$ cat config.mk
export PLATFORM = sky130hd
export DESIGN_NAME = chan_shift_unit
export DESIGN_NICKNAME = d
export VERILOG_FILES = /design/src/rtl/tapshift_pkg.sv /design/src/rtl/tapshift_scan_ctrl.sv /design/src/rtl/tapshift_line_store.sv /design/src/rtl/tapshift_window.sv /design/src/rtl/chan_shift_unit.sv
export SDC_FILE = /design/constraint.sdc
export NUM_CORES = 1
export LEC_CHECK = 0
export BUFFER_PORTS_ARGS = -buffer_cell sky130_fd_sc_hd__buf_2
export CAP_MARGIN = 15
export CORE_MARGIN = 2
export CORE_UTILIZATION = 47
export DETAILED_ROUTE_END_ITERATION = 12
export GPL_ROUTABILITY_DRIVEN = 0
export SLEW_MARGIN = 20
export SYNTH_ARGS = -nofsm -noshare
export SYNTH_HDL_FRONTEND = slang
export SYNTH_SLANG_ARGS = --single-unit
$ cat constraint.sdc
create_clock -name clk -period 3.3 [get_ports clk]
set_clock_uncertainty 0.1 [all_clocks]
set_input_delay 0.66 -clock clk [delete_from_list [all_inputs] [get_ports clk]]
set_output_delay 0.66 -clock clk [all_outputs]
set_load 0.02 [all_outputs]
$ cat src/rtl/tapshift_pkg.sv
package tapshift_pkg;

  localparam int unsigned TAP_SIDE   = 3;
  localparam int unsigned TAP_COUNT  = TAP_SIDE * TAP_SIDE;
  localparam int unsigned TAP_CENTRE = TAP_COUNT / 2;
  localparam int unsigned LINE_COUNT = TAP_SIDE - 1;

  // direction of a channel: neighbourhood position in raster order
  function automatic int unsigned tap_of(input int unsigned ch);
    return ch % TAP_COUNT;
  endfunction

  function automatic int unsigned tap_row(input int unsigned tap);
    return tap / TAP_SIDE;
  endfunction

  function automatic int unsigned tap_col(input int unsigned tap);
    return tap % TAP_SIDE;
  endfunction

endpackage

$ cat src/rtl/tapshift_scan_ctrl.sv
module tapshift_scan_ctrl #(
  parameter int unsigned MAX_W = 16,
  parameter int unsigned MAX_H = 16,
  localparam int unsigned CW = $clog2(MAX_W + 1),
  localparam int unsigned RW = $clog2(MAX_H + 1)
) (
  input  logic          clk,
  input  logic          rst_n,
  input  logic          sof,
  input  logic [CW-1:0] img_w,
  input  logic [RW-1:0] img_h,
  input  logic          in_valid,
  output logic          in_ready,
  input  logic          out_ready,
  output logic          out_valid,
  output logic          step,
  output logic          emit,
  output logic          real_px,
  output logic          col_write,
  output logic [CW-1:0] col_idx,
  output logic [2:0]    row_ok,
  output logic [2:0]    col_ok
);

  logic          active_q, active_d;
  logic [RW-1:0] row_q, row_d, hgt_q, hgt_d;
  logic [CW-1:0] col_q, col_d, wid_q, wid_d;
  logic          ovld_q, ovld_d;
  logic          sink_ok, src_ok;

  // scan walks a (H+1) x (W+1) grid; last row and column are zero padding
  always_comb begin
    real_px   = active_q && (row_q < hgt_q) && (col_q < wid_q);
    sink_ok   = !ovld_q || out_ready;
    src_ok    = active_q && (!real_px || in_valid);
    step      = src_ok && sink_ok && !sof;
    emit      = (row_q != '0) && (col_q != '0);
    in_ready  = real_px && sink_ok;
    col_write = step && (col_q < wid_q);
    col_idx   = col_q;
    // index 0: two rows/cols back, 1: centre, 2: newest
    row_ok    = {row_q < hgt_q, 1'b1, row_q >= RW'(2)};
    col_ok    = {col_q < wid_q, 1'b1, col_q >= CW'(2)};
    out_valid = ovld_q;
  end

  always_comb begin
    active_d = active_q;
    row_d    = row_q;
    col_d    = col_q;
    wid_d    = wid_q;
    hgt_d    = hgt_q;
    if (sof) begin
      active_d = 1'b1;
      row_d    = '0;
      col_d    = '0;
      wid_d    = img_w;
      hgt_d    = img_h;
    end else if (step) begin
      if (col_q == wid_q) begin
        col_d = '0;
        if (row_q == hgt_q) active_d = 1'b0;
        else                row_d    = row_q + 1'b1;
      end else begin
        col_d = col_q + 1'b1;
      end
    end
    ovld_d = ovld_q;
    if (step && emit)   ovld_d = 1'b1;
    else if (out_ready) ovld_d = 1'b0;
  end

  always_ff @(posedge clk or negedge rst_n) begin
    if (!rst_n) begin
      active_q <= 1'b0;
      row_q    <= '0;
      col_q    <= '0;
      wid_q    <= '0;
      hgt_q    <= '0;
      ovld_q   <= 1'b0;
    end else begin
      active_q <= active_d;
      row_q    <= row_d;
      col_q    <= col_d;
      wid_q    <= wid_d;
      hgt_q    <= hgt_d;
      ovld_q   <= ovld_d;
    end
  end

  p_pos_bound_r4: assert property (@(posedge clk) disable iff (!rst_n)
    active_q |-> (row_q <= hgt_q) && (col_q <= wid_q));

  p_take_real_r4: assert property (@(posedge clk) disable iff (!rst_n)
    (in_valid && in_ready) |-> (row_q < hgt_q) && (col_q < wid_q));

  p_size_hold_r5: assert property (@(posedge clk) disable iff (!rst_n)
    (active_q && !sof) |=> $stable(wid_q) && $stable(hgt_q));

  p_valid_hold_r7: assert property (@(posedge clk) disable iff (!rst_n)
    (ovld_q && !out_ready) |=> ovld_q);

endmodule

$ cat src/rtl/tapshift_line_store.sv
module tapshift_line_store #(
  parameter int unsigned MAX_W = 16,
  parameter int unsigned VW    = 48,
  localparam int unsigned CW    = $clog2(MAX_W + 1),
  localparam int unsigned AW    = (MAX_W > 1) ? $clog2(MAX_W) : 1,
  localparam int unsigned LINES = tapshift_pkg::LINE_COUNT
) (
  input  logic                      clk,
  input  logic                      wr_en,
  input  logic [CW-1:0]             addr,
  input  logic [VW-1:0]             wr_data,
  output logic [LINES-1:0][VW-1:0]  rd_rows
);

  logic [AW-1:0] a;
  assign a = addr[AW-1:0];

  // line 0 holds the row above, line i the row i+1 above; a write cascades
  for (genvar i = 0; i < LINES; i++) begin : g_line
    logic [VW-1:0] mem [MAX_W];
    logic [VW-1:0] din;
    if (i == 0) begin : g_head
      assign din = wr_data;
    end else begin : g_tail
      assign din = rd_rows[i-1];
    end
    assign rd_rows[i] = mem[a];
    always_ff @(posedge clk) begin
      if (wr_en) mem[a] <= din;
    end
  end

endmodule

$ cat src/rtl/tapshift_window.sv
module tapshift_window #(
  parameter int unsigned NCH = 12,
  parameter int unsigned DW  = 4,
  localparam int unsigned VW   = NCH * DW,
  localparam int unsigned SIDE = tapshift_pkg::TAP_SIDE
) (
  input  logic                     clk,
  input  logic                     rst_n,
  input  logic                     step,
  input  logic [SIDE-1:0][VW-1:0]  col_new,
  input  logic [SIDE-1:0]          row_ok,
  input  logic [SIDE-1:0]          col_ok,
  output logic [VW-1:0]            sel
);

  logic [SIDE-1:0][VW-1:0] back2_q, back2_d, back1_q, back1_d;
  logic [SIDE-1:0][SIDE-1:0][VW-1:0] win;   // [column][row]

  always_comb begin
    back2_d = step ? back1_q : back2_q;
    back1_d = step ? col_new : back1_q;
  end

  always_ff @(posedge clk) begin
    back2_q <= back2_d;
    back1_q <= back1_d;
  end

  assign win[0] = back2_q;
  assign win[1] = back1_q;
  assign win[2] = col_new;

  for (genvar ch = 0; ch < NCH; ch++) begin : g_lane
    localparam int unsigned TP = tapshift_pkg::tap_of(ch);
    localparam int unsigned TJ = TP / SIDE;
    localparam int unsigned TK = TP % SIDE;
    logic [DW-1:0] lane;
    assign lane = win[TK][TJ][ch*DW +: DW];
    assign sel[ch*DW +: DW] = (row_ok[TJ] && col_ok[TK]) ? lane : '0;

    if (TJ == 0) begin : g_top_chk
      p_top_zero_r2: assert property (@(posedge clk) disable iff (!rst_n)
        (step && !row_ok[0]) |-> (sel[ch*DW +: DW] == '0));
    end
  end

endmodule

$ cat src/rtl/chan_shift_unit.sv
module chan_shift_unit #(
  parameter int unsigned NCH   = 12,
  parameter int unsigned DW    = 4,
  parameter int unsigned MAX_W = 16,
  parameter int unsigned MAX_H = 16,
  localparam int unsigned VW = NCH * DW,
  localparam int unsigned CW = $clog2(MAX_W + 1),
  localparam int unsigned RW = $clog2(MAX_H + 1)
) (
  input  logic          clk,
  input  logic          rst_n,
  input  logic          sof,
  input  logic [CW-1:0] img_w,
  input  logic [RW-1:0] img_h,
  input  logic          in_valid,
  output logic          in_ready,
  input  logic [VW-1:0] in_data,
  output logic          out_valid,
  input  logic          out_ready,
  output logic [VW-1:0] out_data
);

  localparam int unsigned SIDE  = tapshift_pkg::TAP_SIDE;
  localparam int unsigned LINES = tapshift_pkg::LINE_COUNT;

  // reset: asserted at once, released after two clock edges
  logic [1:0] rst_sync_q;
  logic       rst_i;
  always_ff @(posedge clk or negedge rst_n) begin
    if (!rst_n) rst_sync_q <= 2'b00;
    else        rst_sync_q <= {rst_sync_q[0], 1'b1};
  end
  assign rst_i = rst_sync_q[1];

  logic                      step, emit, real_px, col_write;
  logic [CW-1:0]             col_idx;
  logic [SIDE-1:0]           row_ok, col_ok;
  logic [LINES-1:0][VW-1:0]  rd_rows;
  logic [SIDE-1:0][VW-1:0]   col_new;
  logic [VW-1:0]             px_new, sel;
  logic [VW-1:0]             odat_q, odat_d;

  tapshift_scan_ctrl #(.MAX_W(MAX_W), .MAX_H(MAX_H)) u_ctrl (
    .clk       (clk),
    .rst_n     (rst_i),
    .sof       (sof),
    .img_w     (img_w),
    .img_h     (img_h),
    .in_valid  (in_valid),
    .in_ready  (in_ready),
    .out_ready (out_ready),
    .out_valid (out_valid),
    .step      (step),
    .emit      (emit),
    .real_px   (real_px),
    .col_write (col_write),
    .col_idx   (col_idx),
    .row_ok    (row_ok),
    .col_ok    (col_ok)
  );

  // padding positions enter the window as zero
  assign px_new = real_px ? in_data : '0;

  tapshift_line_store #(.MAX_W(MAX_W), .VW(VW)) u_lines (
    .clk     (clk),
    .wr_en   (col_write),
    .addr    (col_idx),
    .wr_data (px_new),
    .rd_rows (rd_rows)
  );

  assign col_new[2] = px_new;
  assign col_new[1] = rd_rows[0];
  assign col_new[0] = rd_rows[1];

  tapshift_window #(.NCH(NCH), .DW(DW)) u_win (
    .clk     (clk),
    .rst_n   (rst_i),
    .step    (step),
    .col_new (col_new),
    .row_ok  (row_ok),
    .col_ok  (col_ok),
    .sel     (sel)
  );

  always_comb begin
    odat_d = (step && emit) ? sel : odat_q;
  end

  always_ff @(posedge clk) begin
    odat_q <= odat_d;
  end

  assign out_data = odat_q;

  p_data_hold_r7: assert property (@(posedge clk) disable iff (!rst_i)
    (out_valid && !out_ready) |=> $stable(out_data));

  p_sof_clean_r6: assert property (@(posedge clk) disable iff (!rst_i)
    sof |-> !in_valid);

endmodule

==> summary.txt <==
Final setup TNS - 0 ps
DRC Markers - 0
Fin. Hold Viols - 0
Avg Cell Area, Syn - 23.93 µm²
Top delay family on crit path - simple AND/OR/NAND/NOR gates
# IOs - 113
Startpoint class of the critical path - flop
Largest net degree at the start of global routing - 138
Slew Limit Fails - 0
Initial Utilization - 0.4736
Crit path DAT - 2460 ps
Vias - 18460
Cell Pwr Density - 646.5 nW/µm²
Die Y - 299.7 µm
First-pass GRT wire length - 130.6 mm
Final Power - 0.03093 W
H-tree Lvls - 3
Bufs on Longest Clock Path - 3
Post-route minimum period - 3218 ps
Async S/R FF share, synth - 0.02222
Layout cells sized above 1 - 0.3488
Syn Inst Count - 1717
Synth unique cells - 42
ANT nets after route - 0
Clk Latency, worst-skew pair - 690 ps
Starting DRT DRC Count - 1801
Final period utilization - 0.9753
Worst Tran Pin Value - 968.0 ps
Final setup fails - 0
CTS Root Cell - clkbuf_16
Layout Nets - 2036
HPWL Detailed - 49.79 mm
WL/cell - 27.44 µm
Vias in the first global route - 19270
DR vias/cell - 5.761
Max VDD drop - 0.3999 mV
Area growth syn-to-layout - 16.45%
Number of flops mapped to enable cells by yosys - 1056
Post-synth design cell area - 41090 µm²
Synth Warn # - 0
CP Class - flop to primary output
Worst-path cell chain - ha_4, a21oi_4, a21boi_2, buf_4, nor3_4, and3_4, and2_1, buf_4
Commonest non-fill, non-tap cell in the layout - edfxtp_1
Reg clk slew, reported paths - 60 ps
Critical path capture point type - primary output
PortBufs - 112
Crit-path max cell delay - 500 ps
Design Area, Final - 47850 µm²
Dpl cells - 2995
GRT overflow - 0
Clock Sinks - 1080
Antenna violations before repair - 4
Worst path slowest cell - dfrtp_4
Static leakage - 15.13 nW
CTS Buf Count - 110
Die area - 89810 µm²
Peak Freq - 0.3107 GHz
CTS tree - built
Slew headroom - 0.3547
Final Util - 0.5516
Max-cap violations - 0
Hold Path Class - input pin to flop
Worst Path Max Fanout - 3
Top cell by count, worst path - buf_4
Critical path required time - 2540 ps
Core area - 86750 µm²
Post-synthesis register bit count - 1080
Total GRT Usage - 0.2007
Synth Net Count - 1797
Cell row count - 108
Buf/Inv on CP - 2
Non-Filler Instances - 3204
Most frequent cells in the layout - edfxtp_1 (1056), mux4_2 (300), clkbuf_16 (111), buf_2 (111), and2_1 (77)
Chip width - 299.7 µm
RSZ-0062 raised after global routing - no
Status - complete, no violations
WL final - 87.92 mm
DP Area - 44220 µm²
Drt pass-1 iters - 5
Seq/Total Area, Yosys - 0.7864
Synth Flop Type - edfxtp_1
through the flow:
step / worst slack (ps) / hold slack (ps)
floorplan: -1331 / 180.3
global placement: -54.36 / 237.9
detailed placement: -12.24 / 243.5
CTS: 16.98 / 46.67
global route: 0.6699 / 88.21
finish: 81.57 / 92.76
state kept, by name, indices dropped and copies added, names as in the netlist:
register,count
out_data,48
rst_sync_q,2
u_ctrl.active_q,1
u_ctrl.col_idx,5
u_ctrl.hgt_q,5
u_ctrl.out_valid,1
u_ctrl.row_q,5
u_ctrl.wid_q,5
u_lines.g_line.mem,960
u_win.back1_q,32
u_win.back2_q,16
cells in the mapped netlist, types with 4 or more instances:
| library cell | instances | area, µm² |
|---|---|---|
| buf_1 | 12 | 45.04 |
| nand2b_1 | 4 | 25.02 |
| dfrtp_1 | 24 | 600.6 |
| buf_6 | 5 | 56.30 |
| and2_1 | 77 | 481.7 |
| nor3_1 | 9 | 45.04 |
| nor4_1 | 6 | 37.54 |
| mux4_2 | 300 | 6756 |
| buf_2 | 27 | 135.1 |
| or4_1 | 4 | 30.03 |
| nand3_1 | 6 | 30.03 |
| edfxtp_1 | 1056 | 31710 |
| a21oi_1 | 5 | 25.02 |
| nor2b_1 | 10 | 62.56 |
| buf_4 | 5 | 37.54 |
| ha_1 | 17 | 212.7 |
| and3_1 | 14 | 87.58 |
| nand2_1 | 20 | 75.07 |
| o21ai_0 | 13 | 65.06 |
| inv_1 | 15 | 56.30 |
| mux2_2 | 6 | 67.56 |
| nor2_1 | 19 | 71.32 |
| clkbuf_1 | 37 | 138.9 |
area by class of cell:
type / instances / area, µm²
inverter: 15 / 61.31
antenna: 2 / 5.005
clock inverter: 73 / 685.7
timing repair buffer: 213 / 1937
sequential: 1080 / 32330
multi-input combinational: 536 / 8539
fill: 6453 / 38900
clock buffer: 130 / 2849
tap: 1155 / 1445
report_power, final:
part           leakage, nW  internal [W]  switching [W]
registers             9.92        0.0158      0.0000721
clock network         1.72       0.00703        0.00507
logic                 3.49       0.00125        0.00172
total                 15.1        0.0241        0.00686
repair_timing:
item,in CTS,in global routing
endpoints found under the hold margin,2,0
setup endpoints to repair,45,116
cloned,0,0
resized for setup,6,4
pin swaps,2,2
hold buffers,1,0
setup buffers,2,1
worst reg2reg max path, delay by kind of cell (launching register included):
kind,cells,cell delay (ps)
compound gates,2,190
flops,1,500
buf+inv,2,550
simple gates,3,1180
fa+ha+maj,1,270
cells by family (layout without fill, tap and decap cells):
kind of cell	count (synthesis)	count (layout)	synth area share
multiplexers	307	307	0.1663
other	1	3	0.00009126
adder cells (fa/ha/maj)	17	17	0.005177
flip-flops	1080	1080	0.7864
buffers and inverters	101	431	0.01142
AO/OA/AOI/OAI	29	29	0.004355
AND/OR/NAND/NOR	182	182	0.02628
layer usage:
layer  vias to the layer above  GRT usage  routed length [µm]
met1                     10030     0.2984               38940
met5                         -          0                   0
met3                        92    0.03986                5697
li1                       7777          -                   -
met4                         0    0.05071                1445
met2                       565     0.3091               41840
path summary, 6_finish.rpt:
kind	start	endpoint	cells past startpoint	slack, ps
worst max-delay path	u_ctrl.col_idx[3]	in_ready	8	80
worst min-delay path	img_h[2]	u_ctrl.hgt_q[2]	3	90
worst max register to register	u_ctrl.col_idx[3]	u_lines.g_line[0].mem[5][11]	8	100
worst min register to register	rst_sync_q[0]	rst_sync_q[1]	0	250
max in group asynchronous	rst_sync_q[1]	u_ctrl.col_idx[1]	0	2090
min in group asynchronous	rst_n	rst_sync_q[1]	2	190
Note: power is estimated with default switching activity, not from simulation.
